**src/rtl/ssc_pkg.sv**
```systemverilog
package ssc_pkg;
  localparam int REG_W = 8;
  localparam int SEL_W = $clog2(REG_W);
  localparam int B_BSYE = 7;
  localparam int B_ACKD = 6;
  localparam int B_ACKE = 5;
  localparam int B_ACKT = 4;
  localparam int B_STRD = 3;
  localparam int B_STPD = 2;
  localparam int B_STRC = 1;
  localparam int B_STPC = 0;

  typedef struct packed {
    logic start_det;
    logic stop_det;
    logic scl_fall;
  } bus_ev_t;
endpackage

```
**src/rtl/ssc_sync.sv**
```systemverilog
module ssc_sync #(
  parameter int STAGES = 2,
  parameter bit RST_VAL = 1'b1
) (
  input  logic clk,
  input  logic rst_n,
  input  logic d,
  output logic q
);
  logic [STAGES-1:0] chain;

  generate
    for (genvar i = 0; i < STAGES; i++) begin : g_stage
      always_ff @(posedge clk or negedge rst_n) begin
        if (!rst_n) chain[i] <= RST_VAL;
        else if (i == 0) chain[i] <= d;
        else chain[i] <= chain[(i == 0) ? 0 : i-1];
      end
    end
  endgenerate

  assign q = chain[STAGES-1];
endmodule

```
**src/rtl/ssc_cond_detect.sv**
```systemverilog
module ssc_cond_detect
  import ssc_pkg::*;
#(
  parameter int SYNC_STAGES = 2
) (
  input  logic    clk,
  input  logic    rst_n,
  input  logic    sda_in,
  input  logic    scl_in,
  output bus_ev_t ev
);
  logic sda_s, scl_s, sda_d, scl_d;

  ssc_sync #(.STAGES(SYNC_STAGES), .RST_VAL(1'b1)) u_sda (
    .clk(clk), .rst_n(rst_n), .d(sda_in), .q(sda_s));
  ssc_sync #(.STAGES(SYNC_STAGES), .RST_VAL(1'b1)) u_scl (
    .clk(clk), .rst_n(rst_n), .d(scl_in), .q(scl_s));

  always_ff @(posedge clk or negedge rst_n) begin
    if (!rst_n) begin
      sda_d <= 1'b1;
      scl_d <= 1'b1;
    end else begin
      sda_d <= sda_s;
      scl_d <= scl_s;
    end
  end

  always_comb begin
    ev.start_det = sda_d & ~sda_s & scl_s & scl_d;
    ev.stop_det  = ~sda_d & sda_s & scl_s & scl_d;
    ev.scl_fall  = scl_d & ~scl_s;
  end
endmodule

```
**src/rtl/ssc_ctrl_reg.sv**
```systemverilog
module ssc_ctrl_reg
  import ssc_pkg::*;
(
  input  logic             clk,
  input  logic             rst_n,
  input  logic             wr_byte_en,
  input  logic [REG_W-1:0] wr_data,
  input  logic             wr_bit_en,
  input  logic [SEL_W-1:0] wr_bit_sel,
  input  logic             wr_bit_val,
  input  logic             chan_en,
  input  logic             xfer_start,
  input  logic             addr_miss,
  input  bus_ev_t          ev,
  output logic [REG_W-1:0] regq,
  output logic             so_latch
);
  logic [REG_W-1:0] wmask, wval;
  logic bsye, acke, ackt, strd, stpd, strc, stpc;

  always_comb begin
    wmask = '0;
    wval  = '0;
    if (wr_byte_en) begin
      wmask = '1;
      wval  = wr_data;
    end else if (wr_bit_en) begin
      wmask = REG_W'(1) << wr_bit_sel;
      wval  = {REG_W{wr_bit_val}};
    end
  end

  always_ff @(posedge clk or negedge rst_n) begin
    if (!rst_n) begin
      bsye <= 1'b0; acke <= 1'b0; ackt <= 1'b0;
      strd <= 1'b0; stpd <= 1'b0; strc <= 1'b0; stpc <= 1'b0;
      so_latch <= 1'b1;
    end else begin
      if (wmask[B_BSYE]) bsye <= wval[B_BSYE];
      if (wmask[B_ACKE]) acke <= wval[B_ACKE];
      if (chan_en) begin
        strc <= wmask[B_STRC] & wval[B_STRC];
        stpc <= wmask[B_STPC] & wval[B_STPC];
        ackt <= ~xfer_start & ~ev.scl_fall &
                (wmask[B_ACKT] ? wval[B_ACKT] : ackt);
        stpd <= ~xfer_start & ~addr_miss & (stpd | ev.stop_det);
        strd <= ~xfer_start & ~ev.stop_det & (strd | ev.start_det);
        if (stpc) so_latch <= 1'b1;
        else if (strc) so_latch <= 1'b0;
      end else begin
        strc <= 1'b0; stpc <= 1'b0; ackt <= 1'b0;
        stpd <= 1'b0; strd <= 1'b0;
      end
    end
  end

  always_comb begin
    regq = '0;
    regq[B_BSYE] = bsye;
    regq[B_ACKD] = 1'b0;
    regq[B_ACKE] = acke;
    regq[B_ACKT] = ackt;
    regq[B_STRD] = strd;
    regq[B_STPD] = stpd;
    regq[B_STRC] = strc;
    regq[B_STPC] = stpc;
  end
endmodule

```
**src/rtl/ssc_bus_ctrl.sv**
```systemverilog
module ssc_bus_ctrl
  import ssc_pkg::*;
#(
  parameter int SYNC_STAGES = 2
) (
  input  logic       clk,
  input  logic       rst_n,
  input  logic       wr_byte_en,
  input  logic [7:0] wr_data,
  input  logic       wr_bit_en,
  input  logic [2:0] wr_bit_sel,
  input  logic       wr_bit_val,
  output logic [7:0] rd_data,
  input  logic       chan_en,
  input  logic       xfer_start,
  input  logic       addr_miss,
  input  logic       sda_in,
  input  logic       scl_in,
  output logic       so_latch,
  output logic       sda_pull_low
);
  bus_ev_t ev;
  logic [REG_W-1:0] regq;

  ssc_cond_detect #(.SYNC_STAGES(SYNC_STAGES)) u_det (
    .clk(clk), .rst_n(rst_n), .sda_in(sda_in), .scl_in(scl_in), .ev(ev));

  ssc_ctrl_reg u_reg (
    .clk(clk), .rst_n(rst_n),
    .wr_byte_en(wr_byte_en), .wr_data(wr_data),
    .wr_bit_en(wr_bit_en), .wr_bit_sel(wr_bit_sel), .wr_bit_val(wr_bit_val),
    .chan_en(chan_en), .xfer_start(xfer_start), .addr_miss(addr_miss),
    .ev(ev), .regq(regq), .so_latch(so_latch));

  assign rd_data      = regq;
  assign sda_pull_low = ~so_latch | regq[B_ACKT];
endmodule

```
**config.mk**
```make
export PLATFORM = sky130hd
export DESIGN_NAME = ssc_bus_ctrl
export DESIGN_NICKNAME = d
export VERILOG_FILES = /design/src/rtl/ssc_pkg.sv /design/src/rtl/ssc_sync.sv /design/src/rtl/ssc_cond_detect.sv /design/src/rtl/ssc_ctrl_reg.sv /design/src/rtl/ssc_bus_ctrl.sv
export SDC_FILE = /design/constraint.sdc
export NUM_CORES = 1
export LEC_CHECK = 0
export BUFFER_PORTS_ARGS = -buffer_cell sky130_fd_sc_hd__buf_2
export CAP_MARGIN = 20
export CORE_MARGIN = 3
export CORE_UTILIZATION = 42
export DETAILED_ROUTE_END_ITERATION = 7
export GPL_ROUTABILITY_DRIVEN = 0
export GPL_TIMING_DRIVEN = 1
export MAX_ROUTING_LAYER = met4
export PLACE_DENSITY_LB_ADDON = 0.3
export SETUP_SLACK_MARGIN = 0.5
export SYNTH_ARGS = -nofsm -noshare
export SYNTH_HDL_FRONTEND = slang
export SYNTH_SLANG_ARGS = --single-unit
```
**constraint.sdc**
```tcl
create_clock -name clk -period 1.43 [get_ports clk]
set_clock_uncertainty 0.05 [all_clocks]
set_input_delay 0.0715 -clock clk [delete_from_list [all_inputs] [get_ports clk]]
set_output_delay 0.0715 -clock clk [all_outputs]
set_load 0.01 [all_outputs]
```
Word level (Yosys, flattened, before mapping)
Cells that the tools add are included.

Logic and storage cells: 55. Register bits after elaboration: 14. RAM bits: 0. Memory bits (read-only): 0. Bits in latches: 0. Output and inout port bits: 10. Input bits: 21. Memories: 0.

$mul: 0. Muxes and demuxes: 12. Bitwise gates (word level): 26. Shift operators: 1. Divide/modulo/power cells: 0. Eq/ne operators: 0. Reductions and logical operators: 2. Order comparisons: 0. Add/sub/neg operators: 0.

Operators by type and width (number): 8-bit 2-to-1 mux (4); 1-bit bitwise AND (15); 1-bit 2-to-1 mux (8); 1-bit NOT (8); 1-bit by 3-bit << shifter with 8-bit output, first input constant (1); 1-bit bitwise OR (3); 2-bit AND reduction (1); 2-bit nonzero test (1).

Logic depth before layout (Yosys ltp)
Gate-level depths: netlist of the first run.

Depth in word-level cells: 8. Depth in mapped cells: 3. Gate-level depth less buffers: 3.

By module
Synthesis of the first run repeated with hierarchy kept, for this count alone.

Cell total of the unflattened synthesis: 56. Area total of the unflattened synthesis: 644.4 sq um.

Modules (own cells, without submodules): ssc_ctrl_reg (area each 452.9 sq um, cells each 46, sequential area each 201.4 sq um, times used 1); ssc_sync (area each 52.6 sq um, cells each 2, sequential area each 52.6 sq um, times used 2); ssc_cond_detect (area each 80.1 sq um, cells each 5, sequential area each 52.6 sq um, times used 1); ssc_bus_ctrl (area each 6.3 sq um, cells each 1, sequential area each 0.0 sq um, times used 1).

Worst setup path before layout of the first run
No wires, ideal clock.

Kind: reg-to-reg. From: register u_det.u_scl.chain[1], in the netlist u_det.u_scl.q. To: register u_reg.stpd. Cell stages (with the launch flop): 4. Path buffers: 0. Arrival time: 925 ps. Library setup time: 86 ps. Period minus slack after synthesis: 1061 ps. Slack: 369 ps. Data required time: 1294 ps. Cell sequence: dfstp_2 > nand3_1 > o21ba_2 > nor3_1.

Cells in the longest elaborated chain, start to end: 5.

Ends and longest elaborated chain: start: declaration (RTL line ssc_sync.sv:10) `logic [STAGES-1:0] chain;`; start signal: indexed assignment (RTL line ssc_sync.sv:17) `else chain[i] <= chain[(i == 0) ? 0 : i-1];`; 1-bit bitwise AND (2 in a row) (RTL line ssc_cond_detect.sv:31) `ev.stop_det = ~sda_d & sda_s & scl_s & scl_d;`; 1-bit bitwise OR (RTL line ssc_ctrl_reg.sv:46) `stpd <= ~xfer_start & ~addr_miss & (stpd | ev.stop_det);`; 1-bit bitwise AND (RTL line ssc_ctrl_reg.sv:46); 1-bit 2-to-1 mux (RTL line ssc_ctrl_reg.sv:41) `if (chan_en) begin`; end signal: assignment (RTL line ssc_ctrl_reg.sv:46); end: declaration (RTL line ssc_ctrl_reg.sv:19) `logic bsye, acke, ackt, strd, stpd, strc, stpc;`.

No other way between the ends. A chain may end at the register's enable or synchronous reset.

Worst setup path after layout of the first run
From: register u_reg.so_latch. To: output port sda_pull_low.

Cells in the longest elaborated chain, start to end: 2.

Ends and longest elaborated chain: start: declaration (RTL line ssc_ctrl_reg.sv:16) `output logic so_latch`; start signal: assignment (RTL line ssc_ctrl_reg.sv:37) `so_latch <= 1'b1;`; start signal: assignment (RTL line ssc_ctrl_reg.sv:48) `if (stpc) so_latch <= 1'b1;`; start signal: assignment (RTL line ssc_ctrl_reg.sv:49) `else if (strc) so_latch <= 1'b0;`; 1-bit NOT (RTL line ssc_bus_ctrl.sv:36) `assign sda_pull_low = ~so_latch | regq[B_ACKT];`; 1-bit bitwise OR (RTL line ssc_bus_ctrl.sv:36); end: declaration (RTL line ssc_bus_ctrl.sv:20) `output logic sda_pull_low`.

No other way between the ends.

==> impl_metrics.py, run 1 <==
metrics = {
    "sta": {
        "fmax_mhz": 890.4,
        "finalMaxSlewViolations": 0,
        "rsz0062_at_grt": "true",
        "fin_crit_ns": 1.123,
        "tns_ns": 0,
        "finalSetupViolCount": 0,
        "hold_viol_final": 0,
        "finalCritPeriodShare_pct": 78.54,
    },
    "power_and_ir_drop": {
        "ir_drop_v": 0.0004989,
        "p_leak_uw": 0.0004397,
        "p_per_area_nw_per_um2": 971.0,
        "power_uw": 866.3,
    },
    "setup_path": {
        "worstReg2RegStart": "u_det.scl_d",
        "worstPathArrival_ns": 1.00,
        "crit_fanout": 3,
        "startpoint": "u_reg.so_latch",
        "path_class": "reg2out",
        "cp-endpoint": "sda_pull_low",
        "critPathCaptureType": "output port",
        "rr_worst_depth": 3,
        "reg2reg_to": "u_reg.stpd",
        "r2r_slack_ns": 0.34,
        "crit_path_start_kind": "flip-flop",
        "required_ns": 1.31,
    },
    "finish": {
        "num_antenna_cells": 0,
        "drive_gt1_share_pct": 53.33,
        "final_nets": 112,
        "n_fill_cell": 119,
        "areaGrowthSynthToFinish_pct": 38.99,
        "final_util_pct": 65.29,
    },
    "placed_design": {
        "portBuffers": 26,
        "dp_hpwl_um": 776,
    },
    "logic_synthesis": {
        "synthArstFlopShare_pct": 100.0,
        "synthFlopType": "dfstp_2",
        "synth_cells": 55,
        "yosysUniqueCellTypes": 26,
        "seq_area_frac_synth_pct": 55.95,
        "synth_warnings": 0,
        "synth.cell_area_um2": 641.9,
        "synth-seq-cells": 14,
        "synth_edf_count": 0,
        "avgSynthCellArea_um2": 11.67,
        "synth_nets": 76,
    },
    "floorplan": {
        "core_area_um2": 1366,
        "fp-row-count": 13,
        "dieArea_um2": 2033,
        "die_h_um": 45.09,
        "start_util_pct": 46.98,
        "die_w_um": 45.09,
        "ios": 31,
    },
    "cts": {
        "cts_root_buf": "clkbuf_4",
        "cts_buffer_depth": 2,
        "clkSinkCount": 14,
        "cts_buffers": 3,
        "insertion_delay_ns": 0.28,
        "cts_tree": "done",
        "path_clk_slew_ns": 0.08,
        "cts_max_level": 1,
    },
    "detailed_routing": {
        "first_iter_violations": 1,
        "route.detailed.drc": 0,
        "ant_nets": 0,
        "wl_per_cell_um": 11.43,
        "via_count": 503,
        "via_per_inst": 4.790,
        "dr.pass1.iters": 2,
        "drt-total-wl_um": 1200,
    },
    "global_route": {
        "grt_overflow": 0,
        "grt_usage_pct": 13.73,
        "antenna_found_initial": 0,
        "grt_max_degree": 15,
        "grt_pass1_wl_um": 1897,
        "grt_pass1_vias": 484,
    },
    "min_path": {
        "hp-class": "in2reg",
    },
    "flow_run": {
        "max-cap-violations": 0,
    },
    "outcome": {
        "status": "completed",
    },
}
==> placed cells by master, fill, tap and decap left out <==
cell	n
a2111oi_2	1
a21boi_0	1
a21oi_1	3
a22o_1	1
and2_1	1
and3b_1	1
and4bb_2	1
buf_2	26
buf_4	6
clkbuf_4	3
clkbuf_8	1
conb_1	1
dfrtp_1	7
dfstp_2	7
dlygate4sd3_1	7
inv_1	1
mux2i_1	3
nand2_1	4
nand2b_1	2
nand3_2	1
nand3b_1	1
nand4_1	1
nand4b_1	1
nand4bb_1	1
nor2_1	3
nor2b_1	1
nor3_2	1
o21ai_1	1
o21ba_2	1
o31ai_1	1
==> cell type report <==
| class | instances | area (um2) | area share (%) |
|---|---|---|---|
| Sequential cell | 14 | 359.1 | 40.25 |
| Clock buffer | 4 | 36.28 | 4.067 |
| Multi-Input combinational cell | 32 | 229.0 | 25.67 |
| Inverter | 1 | 3.754 | 0.4208 |
| Tap cell | 15 | 18.77 | 2.104 |
| Timing Repair Buffer | 39 | 245.2 | 27.49 |
==> synth_stat cells (all sizes together), types with 2 or more instances <==
| master | instances | area (um2) |
|---|---|---|
| a21oi | 3 | 15.01 |
| buf | 8 | 60.06 |
| dfrtp | 7 | 175.2 |
| dfstp | 7 | 183.9 |
| mux2i | 3 | 30.03 |
| nand2 | 4 | 15.01 |
| nand2b | 2 | 12.51 |
| nor2 | 3 | 11.26 |
==> through the flow <==
| step | hold WS [ns] | setup WS, ns | std cells | cell area (um2) |
|---|---|---|---|---|
| after floorplan | -0.2741 | 0.3685 | 55 | 641.9 |
| after global placement | -0.07524 | 0.3323 | 88 | 730.7 |
| after detailed placement | -0.07110 | 0.2883 | 88 | 730.7 |
| after CTS | 0.001169 | 0.2930 | 103 | 872.1 |
| after global routing | 0.008776 | 0.2552 | 105 | 892.1 |
| final | 0.009457 | 0.3069 | 105 | 892.1 |
==> how the worst min path moves through the flow <==
stage	endpoint	slack (ns)	from	cells after the start
after floorplan	u_reg.acke	-0.27	rst_n	0
after global placement	u_reg.stpd	-0.08	rst_n	1
after detailed placement	u_reg.stpd	-0.07	rst_n	1
after CTS	u_reg.strc	0.001	wr_byte_en	3
after global routing	u_reg.strc	0.009	wr_byte_en	3
final	u_reg.strc	0.009	wr_byte_en	3
==> where the power goes <==
part	leakage [uW]	internal [uW]	switching (uW)
logic	0.000254	77.1	62.4
clock network	0.0000210	155	127
registers	0.000164	431	14.0
==> per-layer routing <==
| metal | track usage, % | vias up | routed length [um] | part of all wire, % |
|---|---|---|---|---|
| met2 | 22.03 | 21 | 570 | 48 |
| li1 | - | 253 | - | - |
| met4 | 8.772 | 0 | 34 | 2.8 |
| met1 | 14.86 | 224 | 511 | 43 |
| met3 | 3.586 | 5 | 84 | 7.0 |
| met5 | - | - | 0 | 0 |
==> critical path, cell delays in order, from the launching register on <==
cell	delay [ns]
dfstp_2	0.55
nand2b_1	0.05
buf_2	0.13
==> cell families (layout without fill, tap and decap cells) <==
| group | count (synthesis) | count (layout) | share of synthesized area (%) |
|---|---|---|---|
| compound gates | 9 | 9 | 10.72 |
| mux | 3 | 3 | 4.679 |
| buf+inv | 9 | 44 | 9.941 |
| simple gates | 19 | 19 | 18.13 |
| flops | 14 | 14 | 55.95 |
| other cells | 1 | 1 | 0.5842 |
==> timing repair <==
item / in CTS / in global routing
gates resized for setup: 2 / 1
setup endpoints to repair: 9 / 12
hold buffers: 7 / 0
buffers inserted: 4 / 2
hold endpoints to repair: 20 / 0
Power figures use the tool's default switching activity.
==> inputs of run 2 (changes only) <==
Settings changed: CORE_UTILIZATION 42 to 39.
Clock period 1.43 ns to 0.99 ns, I/O delays scaled along.
==> run 2 against run 1 <==
Sequential power grew 47%; critical path depth grew 1; die area grew 6.7%; the run now ends with hold timing, setup timing left; design area grew 3.2%; non-clock buffer count shrank 2; core utilization shrank 4.9 points; routed wire length grew 12%; combinational power grew 73%; clock power grew 13%; count of clock-buffer cells in the layout is the same.
==> impl_metrics.py, run 2 (synthesized netlist as in run 1, its figures left out) <==
metrics = {
    "detailed_routing": {
        "route.detailed.drc": 0,
        "ant_nets": 0,
        "dr.pass1.iters": 4,
        "drt-total-wl_um": 1341,
        "wl_per_cell_um": 12.89,
        "via_per_inst": 5.067,
        "first_iter_violations": 6,
        "via_count": 527,
    },
    "finish": {
        "final_cell_area_um2": 920.9,
        "final_cell_mix": "buf_2 (22), buf_6 (9), dfstp_2 (7), dfrtp_1 (7), buf_4 (6)",
        "multi_input_area_um2": 255.2,
        "regArea_um2": 359.1,
        "areaGrowthSynthToFinish_pct": 43.47,
        "final_util_pct": 60.43,
        "n_fill_cell": 140,
        "final_nets": 110,
        "num_antenna_cells": 0,
        "drive_gt1_share_pct": 62.50,
        "final_common_cell": "buf_2",
    },
    "sta": {
        "finalCritPeriodShare_pct": 112.6,
        "fmax_mhz": 897.3,
        "hold_viol_final": 20,
        "rsz0062_at_grt": "true",
        "finalSetupViolCount": 6,
        "finalMaxSlewViolations": 0,
        "fin_crit_ns": 1.114,
        "setup_slack_ns": -0.1245,
        "holdWs_ns": -0.3967,
    },
    "floorplan": {
        "core_area_um2": 1524,
        "start_util_pct": 42.12,
        "dieArea_um2": 2169,
        "fp-row-count": 14,
        "die_w_um": 46.57,
        "die_h_um": 46.57,
        "ios": 31,
    },
    "cts": {
        "cts_buffer_depth": 2,
        "clkSinkCount": 14,
        "cts_buffers": 3,
        "insertion_delay_ns": 0.27,
        "cts_root_buf": "clkbuf_4",
        "cts_tree": "done",
        "cts_max_level": 1,
        "path_clk_slew_ns": 0.08,
    },
    "placed_design": {
        "portBuffers": 26,
        "dp_hpwl_um": 941.1,
        "dpl_cell_area_um2": 777.0,
    },
    "power_and_ir_drop": {
        "p_leak_uw": 0.0004502,
        "p_per_area_nw_per_um2": 1315,
        "ir_drop_v": 0.0009825,
    },
    "global_route": {
        "antenna_found_initial": 0,
        "grt_usage_pct": 15.07,
        "grt_pass1_wl_um": 2118,
        "grt_max_degree": 15,
        "grt_overflow": 0,
        "grt_pass1_vias": 501,
    },
    "flow_run": {
        "max-cap-violations": 0,
    },
    "outcome": {
        "status": "complete, but fails checks",
        "violations": "hold timing, setup timing",
    },
    "setup_path": {
        "crit_fanout": 3,
        "critPathCaptureType": "flip-flop",
        "path_class": "reg2reg",
        "required_ns": 1.14,
        "slowest_stage": "dfstp_2",
        "crit_path_start_kind": "flip-flop",
        "path_cells": "nand3_2, o21ba_2, nor3_2",
        "slowest_delay_ns": 0.56,
        "worstPathArrival_ns": 1.26,
    },
    "min_path": {
        "hp-class": "in2async",
    },
}
-- run 2: cell types whose count changed in the layout (fill, tap and decap cells not counted), sizes merged --
cell and delta:
dlygate4sd3 -7, buf +5
-- run 2: worst paths after layout --
| kind | start | end | slack [ns] | cells after the start |
|---|---|---|---|---|
| max | u_det.u_sda.q | u_reg.stpd | -0.12 | 3 |
| min | rst_n | u_reg.stpd | -0.40 | 1 |
| max reg2reg | u_det.u_sda.q | u_reg.stpd | -0.12 | 3 |
| min reg2reg | u_det.u_sda.chain[0] | u_det.u_sda.q | 0.31 | 0 |
| max in group asynchronous | rst_n | u_reg.so_latch | 1.00 | 1 |
| min in group clk | scl_in | u_det.u_scl.chain[0] | -0.18 | 1 |
-- run 2: critical path, delay by kind of cell (launching register included) --
kind            cells  cell delay, ns
compound gates      1            0.21
flops               1            0.56
simple gates        2            0.23
-- run 2: layout make-up --
type | instances | area share (%)
repair buffers | 37 | 27.85
clock buffers | 4 | 2.853
multi-input cells | 32 | 27.72
flip-flops and latches | 14 | 38.99
well taps | 16 | 2.174
inverters | 1 | 0.4076
-- run 2: per-stage QoR --
step	power (uW)	setup WS, ns	cells	setup TNS [ns]
after floorplan	763.9	-0.07146	55	-0.1230
after detailed placement	841.5	-0.1475	94	-0.3025
after global routing	1282	-0.1698	104	-0.7769
after CTS	1223	-0.1456	102	-0.5424
after global placement	836.5	-0.1072	94	-0.2150
final	1211	-0.1245	104	-0.5087
-- run 2: metal layers --
layer	GRT usage [%]	share of wire, %	vias up
met5	-	0	-
met4	8.523	1.5	0
met3	3.516	7.6	4
met2	25.27	54	27
met1	16.02	36	247
li1	-	-	249
-- run 2: power breakdown --
part,internal [uW],switching [uW],total [uW]
registers,623,28.5,652
clock network,156,164,320
logic,141,99.1,240
-- run 2: what timing repair did --
item                                    CTS  global route
hold endpoints to repair                 21            21
setup buffers                             4             2
endpoints found under the setup margin   21            21
pin swaps                                 4             4
gates resized for setup                  13             1
